### config.mk
export PLATFORM = sky130hd
export DESIGN_NAME = srt4_divider
export DESIGN_NICKNAME = d
export VERILOG_FILES = /design/src/rtl/srt4_pkg.sv /design/src/rtl/srt4_select.sv /design/src/rtl/srt4_datapath.sv /design/src/rtl/srt4_control.sv /design/src/rtl/srt4_divider.sv
export SDC_FILE = /design/constraint.sdc
export NUM_CORES = 1
export LEC_CHECK = 0
export BUFFER_PORTS_ARGS = -buffer_cell sky130_fd_sc_hd__buf_2
export CAP_MARGIN = 20
export CELL_PAD_IN_SITES_DETAIL_PLACEMENT = 0
export CELL_PAD_IN_SITES_GLOBAL_PLACEMENT = 2
export CORE_MARGIN = 3
export CORE_UTILIZATION = 42
export CTS_BUF_LIST = sky130_fd_sc_hd__clkbuf_16
export DETAILED_ROUTE_END_ITERATION = 16
export GPL_TIMING_DRIVEN = 0
export HOLD_SLACK_MARGIN = 0.02
export PLACE_DENSITY = 0.94
export SLEW_MARGIN = 15
export SYNTH_ARGS = -nofsm -noshare
export SYNTH_HDL_FRONTEND = slang
export SYNTH_SLANG_ARGS = --single-unit
### constraint.sdc
create_clock -name clk -period 18.15 [get_ports clk]
set_clock_uncertainty 0.05 [all_clocks]
set_input_delay 3.63 -clock clk [delete_from_list [all_inputs] [get_ports clk]]
set_output_delay 3.63 -clock clk [all_outputs]
set_load 0.01 [all_outputs]
### src/rtl/srt4_pkg.sv
package srt4_pkg;
  // Remainder estimate: 7 signed bits, 4 of them fractional (units of 1/16)
  localparam int EST_BITS = 7;
  localparam int EST_FRAC = 4;
  // Divisor index: bits below the leading one (units of 1/16 with the leading one)
  localparam int DIV_IDX_BITS = 3;

  typedef logic signed [2:0] srtDigit_t;

  typedef struct packed {
    logic load;    // capture operands, clear accumulators
    logic step;    // one radix-4 recurrence step
    logic finish;  // resolve quotient and apply the sign correction
  } srtStrobes_t;

  typedef enum logic [1:0] {
    ST_IDLE = 2'd0,
    ST_RUN  = 2'd1,
    ST_FIX  = 2'd2
  } srtState_t;
endpackage

### src/rtl/srt4_select.sv
module srt4_select
  import srt4_pkg::*;
(
  input  logic signed [EST_BITS-1:0]     remEst,
  input  logic        [DIV_IDX_BITS-1:0] divEst,
  output srtDigit_t                      digit
);
  localparam int IDX_SCALE = DIV_IDX_BITS + 1;

  // Digit k is valid when the shifted remainder X lies within
  // [(k-2/3)d, (k+2/3)d]. A cell spans X in [t, t+1) estimate units and d in
  // [i, i+1) index units. Each bound is tested at the worst corner, scaled by 3.
  function automatic srtDigit_t pickDigit(int t, int i);
    int tLo;
    int tHi;
    tLo = 3 * t * (1 << IDX_SCALE);
    tHi = 3 * (t + 1) * (1 << IDX_SCALE);
    if (tLo >= 4 * (i + 1) * (1 << EST_FRAC))
      return 3'sd2;
    if (tLo >= (i + 1) * (1 << EST_FRAC) && tHi <= 5 * i * (1 << EST_FRAC))
      return 3'sd1;
    if (tLo >= -2 * i * (1 << EST_FRAC) && tHi <= 2 * i * (1 << EST_FRAC))
      return 3'sd0;
    if (tLo >= -5 * i * (1 << EST_FRAC) && tHi <= -(i + 1) * (1 << EST_FRAC))
      return -3'sd1;
    return -3'sd2;
  endfunction

  always_comb begin
    digit = pickDigit(int'(remEst), (1 << DIV_IDX_BITS) + int'(divEst));
  end
endmodule

### src/rtl/srt4_datapath.sv
module srt4_datapath
  import srt4_pkg::*;
#(
  parameter int W = 16
) (
  input  logic                         clk,
  input  logic                         rstN,
  input  srtStrobes_t                  strb,
  input  logic [W-1:0]                 dividend,
  input  logic [W-1:0]                 divisor,
  input  srtDigit_t                    digit,
  output logic signed [W+4:0]          partRem,
  output logic signed [EST_BITS-1:0]   remEst,
  output logic [DIV_IDX_BITS-1:0]      divEst,
  output logic [W-1:0]                 quotient,
  output logic [W-1:0]                 remainder
);
  localparam int RW = W + 5;   // sign, guard and pre-scale bits over W
  localparam int QW = W + 2;   // one digit more than W/2 digits

  logic [W-1:0]          dReg;
  logic [QW-1:0]         qPos;
  logic [QW-1:0]         qNeg;
  logic signed [RW-1:0]  shifted;
  logic signed [RW-1:0]  d4;
  logic signed [RW-1:0]  stepRem;
  srtDigit_t             negDig;
  logic [W-1:0]          qBin;
  logic [W-1:0]          fixQ;
  logic [W-1:0]          fixR;

  always_comb begin
    shifted = partRem <<< 2;
    d4      = $signed({3'b000, dReg, 2'b00});
    remEst  = shifted[RW-1 -: EST_BITS];
    divEst  = dReg[W-2 -: DIV_IDX_BITS];
    negDig  = -digit;
    unique case (digit)
      3'sb010: stepRem = shifted - (d4 <<< 1);
      3'sb001: stepRem = shifted - d4;
      3'sb111: stepRem = shifted + d4;
      3'sb110: stepRem = shifted + (d4 <<< 1);
      default: stepRem = shifted;
    endcase
  end

  // Full-width subtraction of the two digit accumulators, then the sign step
  always_comb begin
    qBin = W'(qPos - qNeg);
    if (partRem[RW-1]) begin
      fixQ = qBin - W'(1);
      fixR = partRem[W+1:2] + dReg;
    end else begin
      fixQ = qBin;
      fixR = partRem[W+1:2];
    end
  end

  always_ff @(posedge clk or negedge rstN) begin
    if (!rstN) begin
      partRem   <= '0;
      dReg      <= '0;
      qPos      <= '0;
      qNeg      <= '0;
      quotient  <= '0;
      remainder <= '0;
    end else begin
      if (strb.load) begin
        partRem <= $signed({5'b00000, dividend});
        dReg    <= divisor;
        qPos    <= '0;
        qNeg    <= '0;
      end else if (strb.step) begin
        partRem <= stepRem;
        qPos    <= {qPos[QW-3:0], digit[2] ? 2'b00 : digit[1:0]};
        qNeg    <= {qNeg[QW-3:0], digit[2] ? negDig[1:0] : 2'b00};
      end
      if (strb.finish) begin
        quotient  <= fixQ;
        remainder <= fixR;
      end
    end
  end
endmodule

### src/rtl/srt4_control.sv
module srt4_control
  import srt4_pkg::*;
#(
  parameter int W = 16
) (
  input  logic        clk,
  input  logic        rstN,
  input  logic        start,
  input  logic        precHalf,
  output srtStrobes_t strb,
  output logic        done
);
  localparam int ITER_FULL = W / 2 + 1;
  localparam int ITER_HALF = W / 4 + 1;
  localparam int CW        = $clog2(ITER_FULL + 1);

  srtState_t     state;
  logic [CW-1:0] iterLeft;

  always_comb begin
    strb.load   = (state == ST_IDLE) && start;
    strb.step   = (state == ST_RUN);
    strb.finish = (state == ST_FIX);
  end

  always_ff @(posedge clk or negedge rstN) begin
    if (!rstN) begin
      state    <= ST_IDLE;
      iterLeft <= '0;
      done     <= 1'b0;
    end else begin
      done <= strb.finish;
      unique case (state)
        ST_IDLE: if (start) begin
          state    <= ST_RUN;
          iterLeft <= precHalf ? CW'(ITER_HALF) : CW'(ITER_FULL);
        end
        ST_RUN: begin
          iterLeft <= iterLeft - CW'(1);
          if (iterLeft == CW'(1)) state <= ST_FIX;
        end
        ST_FIX:  state <= ST_IDLE;
        default: state <= ST_IDLE;
      endcase
    end
  end
endmodule

### src/rtl/srt4_divider.sv
module srt4_divider
  import srt4_pkg::*;
#(
  parameter int W = 16
) (
  input  logic         clk,
  input  logic         rstN,
  input  logic         start,
  input  logic         precHalf,
  input  logic [W-1:0] dividend,
  input  logic [W-1:0] divisor,
  output logic [W-1:0] quotient,
  output logic [W-1:0] remainder,
  output logic         done
);
  srtStrobes_t                   strb;
  srtDigit_t                     digit;
  logic signed [W+4:0]           partRem;
  logic signed [EST_BITS-1:0]    remEst;
  logic [DIV_IDX_BITS-1:0]       divEst;

  srt4_control #(.W(W)) uControl (
    .clk(clk), .rstN(rstN), .start(start), .precHalf(precHalf),
    .strb(strb), .done(done)
  );

  srt4_select uSelect (
    .remEst(remEst), .divEst(divEst), .digit(digit)
  );

  srt4_datapath #(.W(W)) uDatapath (
    .clk(clk), .rstN(rstN), .strb(strb),
    .dividend(dividend), .divisor(divisor), .digit(digit),
    .partRem(partRem), .remEst(remEst), .divEst(divEst),
    .quotient(quotient), .remainder(remainder)
  );
endmodule

Yosys cells after proc, flatten, opt, wreduce, memory -nomap -nowiden
Index checks and enable logic that the tools add are counted.
{ "classes": {"n_addsub": 14, "n_mul": 4, "n_lt_le_gt_ge": 7, "n_eq_ne": 9, "mux": 35, "n_reduce_logical": 9} }
{ "op_table": {"columns": ["operator", "n"], "rows": [
  ["greater-or-equal comparator 32 bit", 4],
  ["<= comparator 32 bit", 3],
  ["2-to-1 mux 16 bit", 6],
  ["case mux 21 bit (4 select lines)", 1],
  ["multiplier 4 x 32 -> 28 bit, first input constant", 2],
  ["2-to-1 mux 21 bit", 2],
  ["multiplier 3 x 32 -> 28 bit, first input constant", 1],
  ["adder 28 x 2 -> 28 bit, second input constant", 1],
  ["negator 28 bit", 1],
  ["negator 27 bit", 1],
  ["2-to-1 mux 3 bit", 8],
  ["adder 21 x 19 -> 21 bit", 1],
  ["adder 21 x 20 -> 21 bit", 1],
  ["subtractor 21 x 19 -> 21 bit", 1],
  ["subtractor 21 x 20 -> 21 bit", 1],
  ["adder 16 bit", 1],
  ["subtractor 16 x 1 -> 16 bit, second input constant", 1],
  ["subtractor 16 bit", 1],
  ["multiplier 3 x 7 -> 10 bit, first input constant", 1],
  ["2-to-1 mux 1 bit", 10],
  ["adder 7 x 2 -> 8 bit, second input constant", 1],
  ["2-to-1 mux 2 bit", 4],
  ["2-to-1 mux 4 bit", 2],
  ["case mux 4 bit (2 select lines)", 1],
  ["other kinds (16)", 22]
]} }
{ "totals": {"register_bits": 108, "inputBits": 36, "output_inout_bits": 33, "wordCells": 87} }

Logic depth before layout (Yosys ltp)
{ "logic_depth": {"depth_word": 19, "ltp_mapped": 43, "ltp_nobuf": 40} }

Hierarchy
A second synthesis with hierarchy kept.
{ "hier_totals": {"cells_unflattened": 1338, "hier_area_um2": 11437.2} }
{ "modules_own_cells": {"columns": ["module", "instances", "cells_per_inst", "area_per_inst_um2", "seq_area_each_um2"], "rows": [
  ["srt4_datapath", 1, 1013, 8557.0, 2527.4],
  ["srt4_select", 1, 290, 2513.7, 0.0],
  ["srt4_control", 1, 35, 366.6, 175.2]
]} }

Worst setup path before layout
No wires, ideal clock.
{ "synth_path": {"path_type": "reg2reg", "from": "register uDatapath.partRem[17]", "to": "register uDatapath.partRem[20]", "setup_time_ns": 0.126, "arrival_time_ns": 7.985, "required_time_ns": 17.974, "path_slack_ns": 9.989, "stages_incl_launch_ff": 42, "n_path_buf": 3, "period_less_slack_ns": 8.161, "path_cell_list": "dfrtp_1 -> ha_1 -> nand4_1 -> xnor2_1 -> clkbuf_1 -> inv_1 -> ha_1 -> ha_1 -> o21a_1 -> o31a_1 -> inv_1 -> ha_1 -> ha_1 -> nand3_1 -> nor3_1 -> nand4_1 -> nor3_1 -> o21ai_0 -> [6 not listed] -> inv_1 -> nor2_1 -> nand2_1 -> clkbuf_1 -> clkbuf_1 -> nand2_1 -> o21ai_1 -> fa_1 -> a211oi_1 -> o211ai_1 -> nand3_1 -> a31o_2 -> a21boi_1 -> or2_1 -> a211oi_1 -> xnor2_1 -> a221oi_1 -> a221o_1"} }
{ "synth_between": {"elab_chain_len": 16, "elab_cells_between_ends": 41, "classes_between": "5 x add/sub; 2 x mul; 7 x order compare; 4 x eq/ne; 20 x mux; 3 x reduce/logical"} }
{ "synth_rtl": {"columns": ["element", "line_no", "source"], "rows": [
  ["from (decl)", "srt4_datapath.sv:12", "output logic signed [W+4:0] partRem,"],
  ["from (signal assigned)", "srt4_datapath.sv:69", "partRem <= $signed({5'b00000, dividend});"],
  ["from (signal assigned)", "srt4_datapath.sv:74", "partRem <= stepRem;"],
  ["adder 7 x 2 -> 8 bit", "srt4_select.sv:17", "tHi = 3 * (t + 1) * (1 << IDX_SCALE);"],
  ["multiplier 3 x 32 -> 28 bit", "srt4_select.sv:17", null],
  ["<= comparator 32 bit", "srt4_select.sv:24", "if (tLo >= -5 * i * (1 << EST_FRAC) && tHi <= -(i + 1) * (1 << EST_FRAC))"],
  ["logical AND 1 bit", "srt4_select.sv:24", null],
  ["2-to-1 mux 1 bit (2 in a row)", "srt4_select.sv:24", null],
  ["2-to-1 mux 1 bit", "srt4_select.sv:22", "if (tLo >= -2 * i * (1 << EST_FRAC) && tHi <= 2 * i * (1 << EST_FRAC))"],
  ["2-to-1 mux 1 bit", "srt4_select.sv:20", "if (tLo >= (i + 1) * (1 << EST_FRAC) && tHi <= 5 * i * (1 << EST_FRAC))"],
  ["2-to-1 mux 3 bit", "srt4_select.sv:26", "return -3'sd2;"],
  ["2-to-1 mux 3 bit", "srt4_select.sv:24", null],
  ["2-to-1 mux 3 bit", "srt4_select.sv:22", null],
  ["2-to-1 mux 3 bit", "srt4_select.sv:20", null],
  ["== test 3 bit, or another cell as far along", "srt4_datapath.sv:38", "unique case (digit)"],
  ["case mux 21 bit (4 select lines) *", "srt4_datapath.sv:38", null],
  ["2-to-1 mux 21 bit *", "srt4_datapath.sv:73", "end else if (strb.step) begin"],
  ["2-to-1 mux 21 bit *", "srt4_datapath.sv:68", "if (strb.load) begin"]
]} }
Every way passes the cells marked *; elsewhere a longest branch is shown, timed or not. The select of a mux whose other input is x is not followed.
A chain may end at the register's enable or synchronous reset.

Worst setup path in the final report
{ "layout_path": {"from": "register uDatapath.partRem[14]", "to": "register uDatapath.partRem[20]"} }
Same word-level chain as after synthesis.

==> results.yml <==
flow_run:
  cap_violations: 0
floorplanning:
  num_io_pins: 69
  die_height_um: 170
  die_w_um: 170
  die_area_um2: 28800
  placeableCoreArea_um2: 26200
  num_rows: 59
  start_util: 0.430
route:
  firstDrtPassIters: 5
  drc: 0
  detail-route-antenna-nets: 0
  totalWireLength_um: 32400
  routedWlPerCell_um: 18.6
  drt_iter0_markers: 571
  routed_via_density: 5.70
  vias: 9936
sta:
  hold_viol: 0
  rsz0062_at_grt: "false"
  setup_viol: 0
  report.final.slew_viol_count: 0
  relSlewSlack: 0.227
  fin_crit_sh: 0.584
  timing.fmax_ghz: 0.0943
  period_minus_slack_ns: 10.61
  worst_pin_slew_ns: 1.15
  fin_tns_setup_ns: 0
clocking:
  numCtsBuffers: 9
  root_buffer: "clkbuf_16"
  cts_setup_buffers: 0
  ctsHtreeMaxLevel: 3
  clkLatencyLatePin_ns: 0.38
  cts_tree: "done"
  cts.path.max_buffers: 2
  numClockSinks: 107
  cts_hold_buffers: 0
  cts.repair.resized: 0
  path_clk_slew_ns: 0.09
yosys:
  ys_seq_elements: 107
  syn-num-nets: 1547
  synth_top_cell_by_area: "dfrtp_1"
  ys_types: 78
  synth_cells: 1323
  synth_common_cells: "ha_1 (178), nand2_1 (126), dfrtp_1 (107)"
  ys_warn_count: 0
  synth_area_um2: 11300
  synth_ff_type: "dfrtp_1"
  async_flop_share: 1.00
  synthTopCellsByArea: "dfrtp_1 (24%), ha_1 (20%), xnor2_1 (6.0%)"
  synth.top_cell.area_share: 0.238
  synth_edf_count: 0
  syn_area_per_cell_um2: 8.51
  yosys.cell_count.top_type: "ha_1"
  ys_seq_area_frac: 0.238
grt:
  grt_pass1_vias: 9610
  gr-total-overflow: 0
  antenna_found_initial: 0
  track_usage: 0.226
  grt_pass1_wl_um: 52000
  grt_start_max_net_pins: 71
  top_usage_layer: "met2"
  globalRouteMet3Util: 0.0277
  gr-usage-met1: 0.322
  use_met2: 0.368
layout:
  num_antenna_cells: 0
  multi_input_area_um2: 8040
  layout-drive-gt1-share: 0.0852
  nets: 1628
  fill_cells: 2598
  seqCellArea_um2: 2680
  syn_to_final_growth_pct: 9.52
critical_path:
  crit_path_top_delay_cell: "dfrtp_1"
  critical_path_required_ns: 18.35
  cp_slowest_stage_delay_ns: 0.66
  crit_family: "compound AO/OA/AOI/OAI gates"
  arrival_ns: 10.80
  critPathKind: "register to register"
  critPathLaunchType: "register"
  worstSetupEndpointType: "register"
  critPathMaxFanout: 10
  path_common_cell: "ha_1"
  path_buf_inv: 6
placement:
  hpwl_um: 25200
  place.gp.congestion: 0.854
  port_buffers: 68
min_path:
  worst_hold_path_type: "register to register"
outcome:
  status: "completed"
-- worst min-delay path, stage by stage, from the launching register on --
cell	delay, ns
dfrtp_1	0.34
nand2_1	0.04
o21ai_0	0.06
-- final timing paths --
check	from	to	slack (ns)	cells past startpoint
min in group asynchronous	rstN	uDatapath.remainder[5]	3.09	1
worst max register to register	uDatapath.partRem[14]	uDatapath.partRem[20]	7.54	41
max in group asynchronous	rstN	uDatapath.quotient[3]	14.24	2
worst min-delay path	uDatapath.quotient[7]	uDatapath.quotient[7]	0.43	2
worst max-delay path	uDatapath.partRem[14]	uDatapath.partRem[20]	7.54	41
worst min register to register	uDatapath.quotient[7]	uDatapath.quotient[7]	0.43	2
-- registers in the layout, indices dropped and copies added (netlist names) --
| register | flops |
|---|---|
| uDatapath.partRem | 20 |
| uDatapath.qNeg | 16 |
| uControl.state | 2 |
| uDatapath.dReg | 16 |
| uDatapath.quotient | 16 |
| uControl.done | 1 |
| uControl.iterLeft | 4 |
| uDatapath.qPos | 16 |
| uDatapath.remainder | 16 |
-- routing by layer --
| metal | share of wire | wire, µm |
|---|---|---|
| met1 | 0.48 | 15700 |
| met2 | 0.46 | 15000 |
| met3 | 0.041 | 1330 |
| met4 | 0.012 | 389 |
| met5 | 0 | 0 |
-- cells by family (layout without fill, tap and decap cells) --
logic type                 after synthesis  count (layout)  synth area share
adders and majority gates              188             188             0.216
muxes                                   28              28            0.0262
AOI/OAI and AO/OA                      374             374             0.220
xor gates and xnor gates               108             108            0.0859
and+or+nand+nor                        375             375             0.166
buffers and inverters                  143             228            0.0480
DFF                                    107             107             0.238
-- area by class of cell --
class,instances,share of cell area
Buffer,47,0.0146
Tap cell,335,0.0340
Multi-Input combinational cell,1073,0.652
Clock buffer,9,0.0183
Clock inverter,6,0.00396
Inverter,96,0.0292
Sequential cell,107,0.217
Timing Repair Buffer,70,0.0307
-- cell usage in the layout, fill, tap and decap left out, types with 5 or more instances in the layout --
cell type,n
a211oi_1,16
a21o_1,33
a21oi_1,78
a221oi_1,16
a22o_1,15
a31oi_1,7
and2_1,9
and3_1,15
buf_2,71
clkbuf_1,41
clkbuf_16,9
dfrtp_1,107
fa_1,10
ha_1,178
inv_1,94
mux2_2,12
mux2i_1,16
nand2_1,126
nand2b_1,14
nand3_1,23
nand3b_1,7
nand4_1,11
nor2_1,72
nor2b_1,16
nor3_1,26
o2111ai_1,6
o211ai_1,13
o21a_1,14
o21ai_0,86
o21ai_1,13
o21bai_1,6
o22ai_1,15
o31ai_1,7
or2_2,5
or3_1,23
or3_4,5
xnor2_1,77
xor2_1,29
-- through the flow --
| step | instances | utilization | area, µm² | hold WS, ns | setup WS, ns |
|---|---|---|---|---|---|
| final | 1743 | 0.471 | 12300 | 0.427 | 7.54 |
| after global routing | 1743 | 0.471 | 12300 | 0.455 | 6.80 |
| after CTS | 1742 | 0.470 | 12300 | 0.433 | 7.56 |
| after detailed placement | 1727 | 0.460 | 12100 | 0.415 | 7.67 |
| after global placement | 1726 | 0.459 | 12000 | 0.409 | 7.76 |
| after floorplan | 1323 | - | 11300 | 0.420 | 9.99 |
Power is not shown: default switching activity piles up to over one toggle a cycle in this logic, so the estimate is an artifact.
